### config.mk
export PLATFORM = sky130hd
export DESIGN_NAME = pwm_slice
export DESIGN_NICKNAME = d
export VERILOG_FILES = /design/src/rtl/pwm_slice_pkg.sv /design/src/rtl/pwm_frac_div.sv /design/src/rtl/pwm_phase_ctr.sv /design/src/rtl/pwm_irq_ctl.sv /design/src/rtl/pwm_slice.sv
export SDC_FILE = /design/constraint.sdc
export NUM_CORES = 1
export LEC_CHECK = 0
export ABC_AREA = 0
export ABC_CLOCK_PERIOD_IN_PS = 3170
export BUFFER_PORTS_ARGS = -buffer_cell sky130_fd_sc_hd__buf_4
export CAP_MARGIN = 20
export CORE_ASPECT_RATIO = 1.4
export CORE_UTILIZATION = 55
export DETAILED_ROUTE_END_ITERATION = 6
export GPL_ROUTABILITY_DRIVEN = 0
export HOLD_SLACK_MARGIN = 0.06
export PLACE_DENSITY = 0.75
export SLEW_MARGIN = 10
export SYNTH_ARGS = -nofsm -noshare
export SYNTH_HDL_FRONTEND = slang
export SYNTH_SLANG_ARGS = --single-unit
### constraint.sdc
create_clock -name clk -period 3.17 [get_ports clk]
set_input_delay 0.317 -clock clk [delete_from_list [all_inputs] [get_ports clk]]
set_output_delay 0.317 -clock clk [all_outputs]
set_load 0.1 [all_outputs]
### src/rtl/pwm_slice_pkg.sv
package pwm_slice_pkg;

  typedef enum logic [1:0] {
    DM_FREE  = 2'd0,
    DM_LEVEL = 2'd1,
    DM_RISE  = 2'd2,
    DM_FALL  = 2'd3
  } divmode_e;

  // stored control fields; bits 7 and 6 of a control write are strobes
  typedef struct packed {
    divmode_e mode;   // 5:4
    logic     inv_b;  // 3
    logic     inv_a;  // 2
    logic     pc;     // 1
    logic     en;     // 0
  } ctrl_t;

  localparam int REG_CTRL = 0;
  localparam int REG_DIV  = 1;
  localparam int REG_CNT  = 2;
  localparam int REG_CMP  = 3;
  localparam int REG_TOP  = 4;
  localparam int REG_GEN  = 5;
  localparam int REG_RAW  = 6;
  localparam int REG_IEN  = 7;
  localparam int REG_IFRC = 8;

  localparam int STB_RET_BIT = 6;
  localparam int STB_ADV_BIT = 7;

endpackage

### src/rtl/pwm_frac_div.sv
module pwm_frac_div
  import pwm_slice_pkg::*;
#(
  parameter int INT_W  = 8,
  parameter int FRAC_W = 4
) (
  input  logic              clk,
  input  logic              rst_n,
  input  logic              run,
  input  divmode_e          mode,
  input  logic [INT_W-1:0]  div_int,
  input  logic [FRAC_W-1:0] div_frac,
  input  logic              pin_b,
  output logic              tick
);
  localparam int ACC_W = INT_W + FRAC_W + 1;
  localparam logic [ACC_W-1:0] UNIT = ACC_W'(1) << FRAC_W;

  logic [2:0]       b_q, b_d;
  logic [ACC_W-1:0] acc_q, acc_d;
  logic [ACC_W-1:0] int_eff, div_eff, acc_sum;
  logic             step_en;

  always_comb begin
    b_d = {b_q[1:0], pin_b};
    unique case (mode)
      DM_FREE:  step_en = 1'b1;
      DM_LEVEL: step_en = b_q[1];
      DM_RISE:  step_en = b_q[1] & ~b_q[2];
      default:  step_en = ~b_q[1] & b_q[2];
    endcase
    step_en = step_en & run;
    int_eff = (div_int == '0) ? ACC_W'(1 << INT_W) : ACC_W'(div_int);
    div_eff = (int_eff << FRAC_W) | ACC_W'(div_frac);
    acc_sum = acc_q + UNIT;
    tick    = step_en && (acc_sum >= div_eff);
    if (!run)         acc_d = '0;
    else if (tick)    acc_d = acc_sum - div_eff;
    else if (step_en) acc_d = acc_sum;
    else              acc_d = acc_q;
  end

  always_ff @(posedge clk or negedge rst_n) begin
    if (!rst_n) begin
      b_q   <= '0;
      acc_q <= '0;
    end else begin
      b_q   <= b_d;
      acc_q <= acc_d;
    end
  end

  assert_unit_div_R2: assert property (@(posedge clk) disable iff (!rst_n)
    (step_en && div_eff == UNIT) |-> tick);

endmodule

### src/rtl/pwm_phase_ctr.sv
module pwm_phase_ctr #(
  parameter int CNT_W = 16,
  parameter int NCH   = 2
) (
  input  logic                      clk,
  input  logic                      rst_n,
  input  logic                      run,
  input  logic                      pc,
  input  logic                      tick,
  input  logic                      adv_req,
  input  logic                      ret_req,
  input  logic                      cnt_wr,
  input  logic [CNT_W-1:0]          cnt_wdata,
  input  logic [CNT_W-1:0]          top_new,
  input  logic [NCH-1:0][CNT_W-1:0] cmp_new,
  output logic [CNT_W-1:0]          cnt,
  output logic [NCH-1:0][CNT_W-1:0] cmp_sh,
  output logic                      wrap
);
  logic [CNT_W-1:0]          cnt_d, top_sh, top_sh_d;
  logic [NCH-1:0][CNT_W-1:0] cmp_sh_d;
  logic dir_dn, dir_dn_d, ret_pend, ret_d, adv_pend, adv_d, step, reload;

  always_comb begin
    step  = (tick & ~ret_pend) | (adv_pend & ~tick);
    wrap  = run && step && !cnt_wr &&
            (pc ? (dir_dn && cnt == '0) : (cnt >= top_sh));
    cnt_d    = cnt;
    dir_dn_d = pc ? dir_dn : 1'b0;
    if (cnt_wr) begin
      cnt_d = cnt_wdata;
    end else if (run && step) begin
      if (!pc) begin
        cnt_d = (cnt >= top_sh) ? '0 : cnt + 1'b1;
      end else if (!dir_dn) begin
        if (cnt >= top_sh) dir_dn_d = 1'b1;
        else               cnt_d    = cnt + 1'b1;
      end else begin
        if (cnt == '0) dir_dn_d = 1'b0;
        else           cnt_d    = cnt - 1'b1;
      end
    end
    ret_d    = run & ((ret_pend & ~tick) | ret_req);
    adv_d    = run & ((adv_pend & tick) | adv_req);
    reload   = !run || wrap;
    top_sh_d = reload ? top_new : top_sh;
    cmp_sh_d = reload ? cmp_new : cmp_sh;
  end

  always_ff @(posedge clk or negedge rst_n) begin
    if (!rst_n) begin
      cnt      <= '0;
      dir_dn   <= 1'b0;
      ret_pend <= 1'b0;
      adv_pend <= 1'b0;
      top_sh   <= '1;
      cmp_sh   <= '0;
    end else begin
      cnt      <= cnt_d;
      dir_dn   <= dir_dn_d;
      ret_pend <= ret_d;
      adv_pend <= adv_d;
      top_sh   <= top_sh_d;
      cmp_sh   <= cmp_sh_d;
    end
  end

  assert_up_step_R3: assert property (@(posedge clk) disable iff (!rst_n)
    (run && !pc && step && !cnt_wr && cnt < top_sh) |=> cnt == $past(cnt) + 1'b1);

  assert_turn_up_R4: assert property (@(posedge clk) disable iff (!rst_n)
    (wrap && pc) |=> !dir_dn);

  assert_hold_R12: assert property (@(posedge clk) disable iff (!rst_n)
    (!run && !cnt_wr) |=> $stable(cnt));

  assert_retard_R10: assert property (@(posedge clk) disable iff (!rst_n)
    (ret_pend && tick && !ret_req) |=> !ret_pend);

endmodule

### src/rtl/pwm_irq_ctl.sv
module pwm_irq_ctl (
  input  logic clk,
  input  logic rst_n,
  input  logic wrap,
  input  logic clr_hit,
  input  logic ien_hit,
  input  logic frc_hit,
  input  logic wbit,
  output logic irq_raw,
  output logic irq
);
  logic raw_d, ien_q, ien_d, frc_q, frc_d;

  always_comb begin
    raw_d = wrap | (irq_raw & ~(clr_hit & wbit));
    ien_d = ien_hit ? wbit : ien_q;
    frc_d = frc_hit ? wbit : frc_q;
    irq   = (irq_raw | frc_q) & ien_q;
  end

  always_ff @(posedge clk or negedge rst_n) begin
    if (!rst_n) begin
      irq_raw <= 1'b0;
      ien_q   <= 1'b0;
      frc_q   <= 1'b0;
    end else begin
      irq_raw <= raw_d;
      ien_q   <= ien_d;
      frc_q   <= frc_d;
    end
  end

  assert_raw_set_R11: assert property (@(posedge clk) disable iff (!rst_n)
    wrap |=> irq_raw);

endmodule

### src/rtl/pwm_slice.sv
module pwm_slice
  import pwm_slice_pkg::*;
#(
  parameter int CNT_W  = 16,
  parameter int INT_W  = 8,
  parameter int FRAC_W = 4,
  parameter int ADDR_W = 4
) (
  input  logic                 clk,
  input  logic                 rst_n,
  input  logic                 wr_en,
  input  logic [ADDR_W-1:0]    wr_addr,
  input  logic [2*CNT_W-1:0]   wr_data,
  input  logic                 pin_b_in,
  output logic                 out_a,
  output logic                 out_b,
  output logic [CNT_W-1:0]     count_o,
  output logic                 irq_raw_o,
  output logic                 irq_o
);
  localparam int NCH   = 2;
  localparam int DIV_W = INT_W + FRAC_W;
  localparam int CTL_W = $bits(ctrl_t);

  ctrl_t                     ctrl_q, ctrl_d;
  logic [DIV_W-1:0]          div_q, div_d;
  logic [CNT_W-1:0]          top_q, top_d;
  logic [NCH-1:0][CNT_W-1:0] cmp_q, cmp_d, cmp_sh;
  logic                      gen_q, gen_d;
  logic                      run, tick, wrap;
  logic                      hit_ctrl, hit_div, hit_cnt, hit_cmp, hit_top, hit_gen;
  logic [NCH-1:0]            inv, out_vec;

  always_comb begin
    hit_ctrl = wr_en && (wr_addr == ADDR_W'(REG_CTRL));
    hit_div  = wr_en && (wr_addr == ADDR_W'(REG_DIV));
    hit_cnt  = wr_en && (wr_addr == ADDR_W'(REG_CNT));
    hit_cmp  = wr_en && (wr_addr == ADDR_W'(REG_CMP));
    hit_top  = wr_en && (wr_addr == ADDR_W'(REG_TOP));
    hit_gen  = wr_en && (wr_addr == ADDR_W'(REG_GEN));
    ctrl_d   = hit_ctrl ? ctrl_t'(wr_data[CTL_W-1:0]) : ctrl_q;
    div_d    = hit_div  ? wr_data[DIV_W-1:0] : div_q;
    top_d    = hit_top  ? wr_data[CNT_W-1:0] : top_q;
    gen_d    = hit_gen  ? wr_data[0] : gen_q;
    cmp_d    = cmp_q;
    if (hit_cmp) cmp_d = wr_data;
    run = ctrl_q.en | gen_q;
    inv = {ctrl_q.inv_b, ctrl_q.inv_a};
  end

  always_ff @(posedge clk or negedge rst_n) begin
    if (!rst_n) begin
      ctrl_q <= '0;
      div_q  <= DIV_W'(1) << FRAC_W;
      top_q  <= '1;
      cmp_q  <= '0;
      gen_q  <= 1'b0;
    end else begin
      ctrl_q <= ctrl_d;
      div_q  <= div_d;
      top_q  <= top_d;
      cmp_q  <= cmp_d;
      gen_q  <= gen_d;
    end
  end

  pwm_frac_div #(.INT_W(INT_W), .FRAC_W(FRAC_W)) u_div (
    .clk      (clk),
    .rst_n    (rst_n),
    .run      (run),
    .mode     (ctrl_q.mode),
    .div_int  (div_q[DIV_W-1:FRAC_W]),
    .div_frac (div_q[FRAC_W-1:0]),
    .pin_b    (pin_b_in),
    .tick     (tick)
  );

  pwm_phase_ctr #(.CNT_W(CNT_W), .NCH(NCH)) u_ctr (
    .clk       (clk),
    .rst_n     (rst_n),
    .run       (run),
    .pc        (ctrl_q.pc),
    .tick      (tick),
    .adv_req   (hit_ctrl & wr_data[STB_ADV_BIT] & run),
    .ret_req   (hit_ctrl & wr_data[STB_RET_BIT] & run),
    .cnt_wr    (hit_cnt),
    .cnt_wdata (wr_data[CNT_W-1:0]),
    .top_new   (top_q),
    .cmp_new   (cmp_q),
    .cnt       (count_o),
    .cmp_sh    (cmp_sh),
    .wrap      (wrap)
  );

  pwm_irq_ctl u_irq (
    .clk     (clk),
    .rst_n   (rst_n),
    .wrap    (wrap),
    .clr_hit (wr_en && (wr_addr == ADDR_W'(REG_RAW))),
    .ien_hit (wr_en && (wr_addr == ADDR_W'(REG_IEN))),
    .frc_hit (wr_en && (wr_addr == ADDR_W'(REG_IFRC))),
    .wbit    (wr_data[0]),
    .irq_raw (irq_raw_o),
    .irq     (irq_o)
  );

  for (genvar ch = 0; ch < NCH; ch++) begin : g_chan
    assign out_vec[ch] = run ? ((count_o < cmp_sh[ch]) ^ inv[ch]) : inv[ch];
  end

  assign out_a = out_vec[0];
  assign out_b = out_vec[1];

endmodule

==> metrics.md, run 1 <==
| Metric | Value |
|---|---|
| Status | `finished, violations left` |
| Failing checks | `setup timing` |
| Area post-placement | `10300 um^2` |
| # port buffers | `59` |
| Layout cells sized above 1 | `39.1%` |
| DR DRC count | `0` |
| Setup ws final | `-474 ps` |
| Reg clk slew, reported paths | `70 ps` |
| Chip width | `111 um` |
| Seq cells post-synth | `153` |
| CTS Buf Count | `17` |
| Setup Skew | `9.94 ps` |
| DR pass1 iterations | `6` |
| Net Count, Synth | `970` |
| Num rows | `55` |
| Routed wire length | `24600 um` |
| RSZ-0062 raised after global routing | `yes` |
| First-pass GRT wire length | `37800 um` |
| Via count | `7483` |
| Crit path largest cell delay | `370 ps` |
| Hold Crit Endpoint | `cmp_q[22]$_DFFE_PN0P_` |
| Initial Util | `56.4%` |
| Cells after DPL | `1164` |
| Ys async rst share | `100%` |
| Detailed-route wire length per cell | `20.1 um` |
| Die H | `154 um` |
| Area of the die | `17100 um^2` |
| Fmax achieved | `274 MHz` |
| Root Driver | `clkbuf_16` |
| Final Non-Filler Cells | `1222` |
| Crit path capture type | `register` |
| Crit path cell chain | `ha_2 -> and3_4 -> nand3_4 -> xnor2_2 -> ha_1 -> a211oi_2 -> nor3b_4 -> or2_4 -> a311oi_4 -> o211a_4 -> o21ai_4 -> o21ai_4 -> buf_12 -> clkbuf_16 -> mux2_4` |
| Yosys Warn Count | `0` |
| Launch point of the worst hold path | `wr_data[22]` |
| Maxcap violations | `0` |
| Syn Inst Count | `866` |
| Vias/cell | `6.12` |
| Vias in the first global route | `7543` |
| Sum Neg Setup Slack | `-25590 ps` |
| DR iter-0 viols | `459` |
| Peak supply drop | `1070 uV` |
| Worst Hold Class | `in -> reg` |
| Critical Path Fanout Max | `8` |
| # nets final | `1114` |
| Clock Path Buffers | `2` |
| GRT Util Overall | `28.4%` |
| Final Util | `71.6%` |
| Final-report max-slew violation count | `0` |
| Reg2reg end | `u_ctr.cmp_sh[27]$_DFFE_PN0P_` |
| Post-DP HPWL | `16000 um` |
| Synth cell types | `73` |
| Critical path data arrival time | `3960 ps` |
| # IOs | `60` |
| Num Clock Sinks | `153` |
| Total core area | `16200 um^2` |
| CTS tree | `yes` |
| Area grow syn2layout | `26.9%` |
| Crit path time final | `3640 ps` |
| R2R Setup Slk | `-470 ps` |
| Initial antenna violation count | `0` |
| Clock latency on the worst-skew pair | `430 ps` |
| Max-slew headroom | `40.6%` |
| Final period utilization | `115%` |
| R2r worst-path depth | `15` |
| Crit path kind | `reg -> reg` |
| Sequential fraction of the synthesis area | `42.4%` |
| Synthesized area | `9130 um^2` |
| Final hold vios | `0` |
| Ys flop type | `dfrtp_1` |
| Largest net degree at the start of global routing | `70` |
| Worst-margin pin slew | `891 ps` |
| H-tree levels | `4` |
| Static Leak | `5.37 nW` |
| Crit start category | `register` |
| Number of synthesized flops with an enable pin | `0` |
| WHS Path Cells | `2` |
| Pwr Total | `12.9 mW` |
| Final setup viols | `69` |
| Number of routed nets with antenna violations | `0` |
| Reg2reg start | `u_div.acc_q[4]$_DFFE_PN0P_` |
| Most frequent CP cell | `o21ai_4` |
| Slowest CP cell | `dfrtp_1` |
| Antenna diodes | `0` |
| Post-route cell area | `11600 um^2` |
| Pwr dens | `1110 nW/um^2` |
| GRT overflow | `0` |
| Req. time, crit path | `3480 ps` |
| Mapped Avg Cell Area | `10.5 um^2` |
## report_power, final
group / internal, mW / total [mW] / switching (mW) / leakage (nW)
registers: 2.74 / 3.24 / 0.498 / 1.83
clock network: 1.22 / 2.07 / 0.853 / 0.291
logic: 3.40 / 7.55 / 4.15 / 3.25
total: 7.36 / 12.9 / 5.50 / 5.37
## synthesized netlist by cell type (7+ instances only)
cell type / n / area, um^2
a21oi_1: 41 / 205
clkbuf_1: 22 / 82.6
nor2_1: 33 / 124
mux2_2: 93 / 1050
ha_1: 63 / 788
nand2b_1: 7 / 43.8
xnor2_1: 19 / 166
a21o_1: 12 / 90.1
nor4_1: 15 / 93.8
nand3_1: 22 / 110
mux2_4: 20 / 300
dfstp_2: 33 / 867
o21ai_0: 44 / 220
nand2_1: 70 / 263
mux2i_1: 13 / 130
dfrtp_1: 120 / 3000
nor3_1: 16 / 80.1
inv_1: 70 / 263
a211oi_1: 11 / 82.6
nor2b_1: 11 / 68.8
xor2_1: 11 / 96.3
and3_1: 7 / 43.8
## stage by stage
step	hold WS [ps]	worst slack, ps
floorplan	21.4	-214
global placement	336	-239
detailed placement	340	-342
CTS	106	-338
global route	103	-562
finish	116	-474
## worst max path at each step
stage,from,to,slack [ps],depth (start not counted)
floorplan,u_ctr.cnt[2]$_DFFE_PN0P_,out_a,-210,6
global placement,u_div.acc_q[4]$_DFFE_PN0P_,u_ctr.cmp_sh[14]$_DFFE_PN0P_,-240,15
detailed placement,u_div.acc_q[4]$_DFFE_PN0P_,u_ctr.cmp_sh[14]$_DFFE_PN0P_,-340,15
CTS,u_div.acc_q[4]$_DFFE_PN0P_,u_ctr.cmp_sh[6]$_DFFE_PN0P_,-340,14
global route,u_div.acc_q[4]$_DFFE_PN0P_,u_ctr.cmp_sh[25]$_DFFE_PN0P_,-560,17
finish,u_div.acc_q[4]$_DFFE_PN0P_,u_ctr.cmp_sh[27]$_DFFE_PN0P_,-470,15
## worst max-delay path, delay by kind of cell, from the launching register on
kind                     cells  cell delay [ps]
AO/OA/AOI/OAI                5             1190
XOR/XNOR                     1              140
flip-flops                   1              370
buffers and inverters        2              340
AND/OR/NAND/NOR              4              660
multiplexers                 1              300
adder cells (fa/ha/maj)      2              520
## area by class of cell
class,instances,area [um^2]
multi-input cells,608,5130
well taps,199,249
repair buffers,160,1460
clock buffers,21,460
fillers,1140,4590
flip-flops and latches,153,3880
inverters,70,263
clock inverters,11,136
## state kept, by name (all words and copies together) (netlist names)
| name | cells |
|---|---|
| u_ctr.adv_pend | 1 |
| u_div.acc_q | 13 |
| u_div.b_q | 3 |
| u_irq.ien_q | 1 |
| u_ctr.ret_pend | 1 |
| gen_q | 1 |
| u_irq.irq_raw | 1 |
| u_ctr.top_sh | 16 |
| u_ctr.cnt | 16 |
| div_q | 12 |
| u_ctr.dir_dn | 1 |
| u_ctr.cmp_sh | 32 |
| top_q | 16 |
| cmp_q | 32 |
| ctrl_q | 6 |
| u_irq.frc_q | 1 |
## logic make-up (layout without fill, tap and decap cells)
group | count (synthesis) | count (layout) | synth area share (%)
buffers and inverters | 105 | 262 | 5.06
flip-flops | 153 | 153 | 42.4
AND/OR/NAND/NOR | 224 | 224 | 12.6
multiplexers | 126 | 126 | 16.2
AO/OA/AOI/OAI | 164 | 164 | 12.0
XOR/XNOR | 30 | 30 | 2.88
adder cells (fa/ha/maj) | 64 | 64 | 8.86
## routing by layer
layer | wire length (um) | part of all wire, % | global-route usage [%] | up-vias
met2 | 12400 | 50 | 49.1 | 284
li1 | - | - | - | 3396
met1 | 9540 | 39 | 32.3 | 3710
met3 | 1250 | 5.1 | 5.45 | 93
met5 | 0 | 0 | 0 | -
met4 | 1390 | 5.7 | 17.5 | 0
## cells in the final DEF (no fill, tap or decap), types with 20 or more instances in the layout
| master | synthesis | routed |
|---|---|---|
| a21oi_1 | 41 | 38 |
| buf_4 | 2 | 136 |
| clkbuf_16 | 0 | 20 |
| dfrtp_1 | 120 | 108 |
| dfstp_2 | 33 | 33 |
| ha_1 | 63 | 60 |
| inv_1 | 70 | 70 |
| mux2_2 | 93 | 67 |
| mux2_4 | 20 | 46 |
| nand2_1 | 70 | 69 |
| nand3_1 | 22 | 20 |
| nor2_1 | 33 | 29 |
| o21ai_0 | 44 | 33 |
## repair_timing
action / 4_1_cts / 5_1_grt
hold buffers: 2 / 0
endpoints found under the setup margin: 68 / 81
buffers inserted: 10 / 7
pin swaps: 3 / 12
endpoints found under the hold margin: 60 / 0
cloned: 3 / 4
resized for setup: 30 / 61
No activity file was read; power rests on OpenSTA's default activity.
==> run 2, diff against run 1 <==
--- a/config.mk
+++ b/config.mk
@@ -6,11 +6,11 @@
 export NUM_CORES = 1
 export LEC_CHECK = 0
 export ABC_AREA = 0
-export ABC_CLOCK_PERIOD_IN_PS = 3170
 export BUFFER_PORTS_ARGS = -buffer_cell sky130_fd_sc_hd__buf_4
 export CAP_MARGIN = 20
 export CORE_ASPECT_RATIO = 1.4
 export CORE_UTILIZATION = 55
+export CTS_BUF_LIST = sky130_fd_sc_hd__clkbuf_2
 export DETAILED_ROUTE_END_ITERATION = 6
 export GPL_ROUTABILITY_DRIVEN = 0
 export HOLD_SLACK_MARGIN = 0.06
==> run 2 against run 1 <==
  * The run still ends with setup timing left
  * Sequential power is essentially flat
  * Final area fell by 0.55%
  * Combinational power down 3.2%
  * Die area did not move
  * Register-to-register slack worse by 60 ps
  * Worst hold slack gained 47 ps
  * Critical path depth unchanged
  * Non-clock buffer count grew 41
  * Fmax shrank 1.6%
  * Count of clock-buffer cells in the layout is 2 lower
  * Global-route usage is 0.12 points lower
  * Critical endpoint is now u_ctr.cmp_sh[21]$_DFFE_PN0P_
  * Largest power group unchanged
  * Highest routed layer unchanged
==> metrics.md, run 2 (synthesis gave the netlist of run 1 again) <==
| Metric | Value |
|---|---|
| Reg2reg end | `u_ctr.cmp_sh[21]$_DFFE_PN0P_` |
| Total core area | `16200 um^2` |
| Status | `finished, violations left` |
| Crit path cell chain | `ha_2 -> and3_4 -> nand3_4 -> xnor2_2 -> ha_1 -> a211oi_2 -> nor3b_4 -> or2_4 -> a311oi_4 -> o211a_4 -> o21ai_4 -> o21ai_4 -> buf_4 -> buf_12 -> mux2_4` |
| Net Switching | `5.29 mW` |
| Routed wire length | `23700 um` |
| Commonest non-fill, non-tap cell in the layout | `buf_4` |
| # port buffers | `59` |
| DR pass1 iterations | `5` |
| Failing checks | `setup timing` |
| Root Driver | `clkbuf_2` |
| Num rows | `55` |
| Num Clock Sinks | `153` |
| R2r worst-path depth | `15` |
| CTS tree | `yes` |
| Vias in the first global route | `7552` |
| Hold Crit Endpoint | `u_div.b_q[0]$_DFF_PN0_` |
| Layout cells sized above 1 | `38.0%` |
| Clock latency on the worst-skew pair | `780 ps` |
| Via count | `7453` |
| Fmax achieved | `270 MHz` |
| Critical path data arrival time | `4400 ps` |
| Dpl ws | `-342 ps` |
| Final setup viols | `76` |
| RSZ-0062 raised after global routing | `yes` |
| Clock Path Buffers | `2` |
| Number of routed nets with antenna violations | `0` |
| Final period utilization | `117%` |
| Final Util | `71.2%` |
| CTS Buf Count | `17` |
| Pwr dens | `1010 nW/um^2` |
| Crit path time final | `3700 ps` |
| WHS Path Cells | `2` |
| Vias/cell | `5.90` |
| Most frequent CP cell | `o21ai_4` |
| GRT overflow | `0` |
| Crit path largest cell delay | `430 ps` |
| # IOs | `60` |
| # nets final | `1155` |
| Sequential power share | `27.6%` |
| Detailed-route wire length per cell | `18.7 um` |
| Initial Util | `56.4%` |
| Critical Path Fanout Max | `8` |
| Crit start category | `register` |
| CP top delay family | `compound AO/OA/AOI/OAI gates` |
| Crit path kind | `reg -> reg` |
| Final-report max-slew violation count | `0` |
| Launch point of the worst hold path | `pin_b_in` |
| Chip width | `111 um` |
| Setup Skew | `44.3 ps` |
| GRT Util Overall | `28.3%` |
| Maxcap violations | `0` |
| Peak supply drop | `914 uV` |
| Most frequent cells in the layout | `buf_4, dfrtp_1, mux2_2` |
| Buf/Inv on CP | `2` |
| Reg2reg start | `u_div.acc_q[4]$_DFFE_PN0P_` |
| DR DRC count | `0` |
| Max-slew headroom | `41.5%` |
| Die H | `154 um` |
| Static Leak | `5.29 nW` |
| Largest regs | `cmp_q x32, u_ctr.cmp_sh x32` |
| Comb pwr share | `62.6%` |
| R2R Setup Slk | `-530 ps` |
| Worst Hold Class | `in -> reg` |
| First-pass GRT wire length | `37800 um` |
| Worst-margin pin slew | `877 ps` |
| Largest net degree at the start of global routing | `66` |
| Slowest CP cell | `dfrtp_1` |
| Area grow syn2layout | `26.2%` |
| Clock share of power | `9.8%` |
| Internal power | `6.38 mW` |
| Setup ws final | `-535 ps` |
| DR iter-0 viols | `548` |
| Initial antenna violation count | `1` |
| Area of the die | `17100 um^2` |
| Crit path capture type | `register` |
| Reg clk slew, reported paths | `250 ps` |
| Req. time, crit path | `3860 ps` |
| Final hold vios | `0` |
| H-tree levels | `4` |
| Post-DP HPWL | `16000 um` |
| Sw Share | `45.3%` |
| Sum Neg Setup Slack | `-29250 ps` |
## run 2: cell count changes in the layout (fill, tap and decap cells not counted), sizes merged
cell / delta
buf: +2
bufbuf: -1
clkbuf: -3
clkinv: +2
diode: +1
dlygate4sd3: +41
## run 2: power groups by stage
stage / Sequential [mW] / Clock [mW] / Combinational, mW
after floorplan: 3.86 / 0 / 3.95
after global placement: 3.19 / 0 / 6.32
after detailed placement: 3.22 / 0 / 6.48
after CTS: 3.19 / 1.16 / 7.04
after global routing: 3.30 / 1.23 / 7.87
final: 3.23 / 1.14 / 7.31
## run 2: worst max path at each step
stage                                    start                           end  slack [ps]  cells after the start
finish              u_div.acc_q[4]$_DFFE_PN0P_  u_ctr.cmp_sh[21]$_DFFE_PN0P_        -530                     15
global route        u_div.acc_q[4]$_DFFE_PN0P_  u_ctr.cmp_sh[21]$_DFFE_PN0P_        -590                     15
CTS                 u_div.acc_q[4]$_DFFE_PN0P_  u_ctr.cmp_sh[11]$_DFFE_PN0P_        -330                     15
detailed placement  u_div.acc_q[4]$_DFFE_PN0P_  u_ctr.cmp_sh[14]$_DFFE_PN0P_        -340                     15
global placement    u_div.acc_q[4]$_DFFE_PN0P_  u_ctr.cmp_sh[14]$_DFFE_PN0P_        -240                     15
floorplan             u_ctr.cnt[2]$_DFFE_PN0P_                         out_a        -210                      6
## run 2: routing by layer
| metal | track usage, % | vias up | wire length (um) |
|---|---|---|---|
| met5 | 0 | - | 0 |
| met4 | 15.2 | 0 | 965 |
| met3 | 4.31 | 59 | 1080 |
| met2 | 49.8 | 234 | 12100 |
| met1 | 33.1 | 3686 | 9480 |
| li1 | - | 3474 | - |
## run 2: cell type report
type | instances | area, um^2
Sequential cell | 153 | 3880
Tap cell | 199 | 249
Timing Repair Buffer | 201 | 1800
Clock buffer | 19 | 95.1
Multi-Input combinational cell | 608 | 5080
Clock inverter | 13 | 144
Antenna cell | 1 | 2.50
Fill cell | 1163 | 4650
Inverter | 70 | 263
## run 2: what timing repair did
item                       in CTS  in global routing
hold buffers                   43                  0
setup endpoints to repair      70                 79
buffers inserted               11                 11
cloned                          4                  2
pin swaps                       2                 18
gates resized for setup        46                 32
hold endpoints to repair      186                  0
## run 2: through the flow
step	hold slack, ps	power [mW]	std cells	cell area, um^2
finish	163	11.7	1264	11500
global route	112	12.4	1264	11500
CTS	119	11.4	1253	11300
detailed placement	340	9.70	1164	10300
global placement	336	9.51	1164	10300
floorplan	21.4	7.81	866	9160
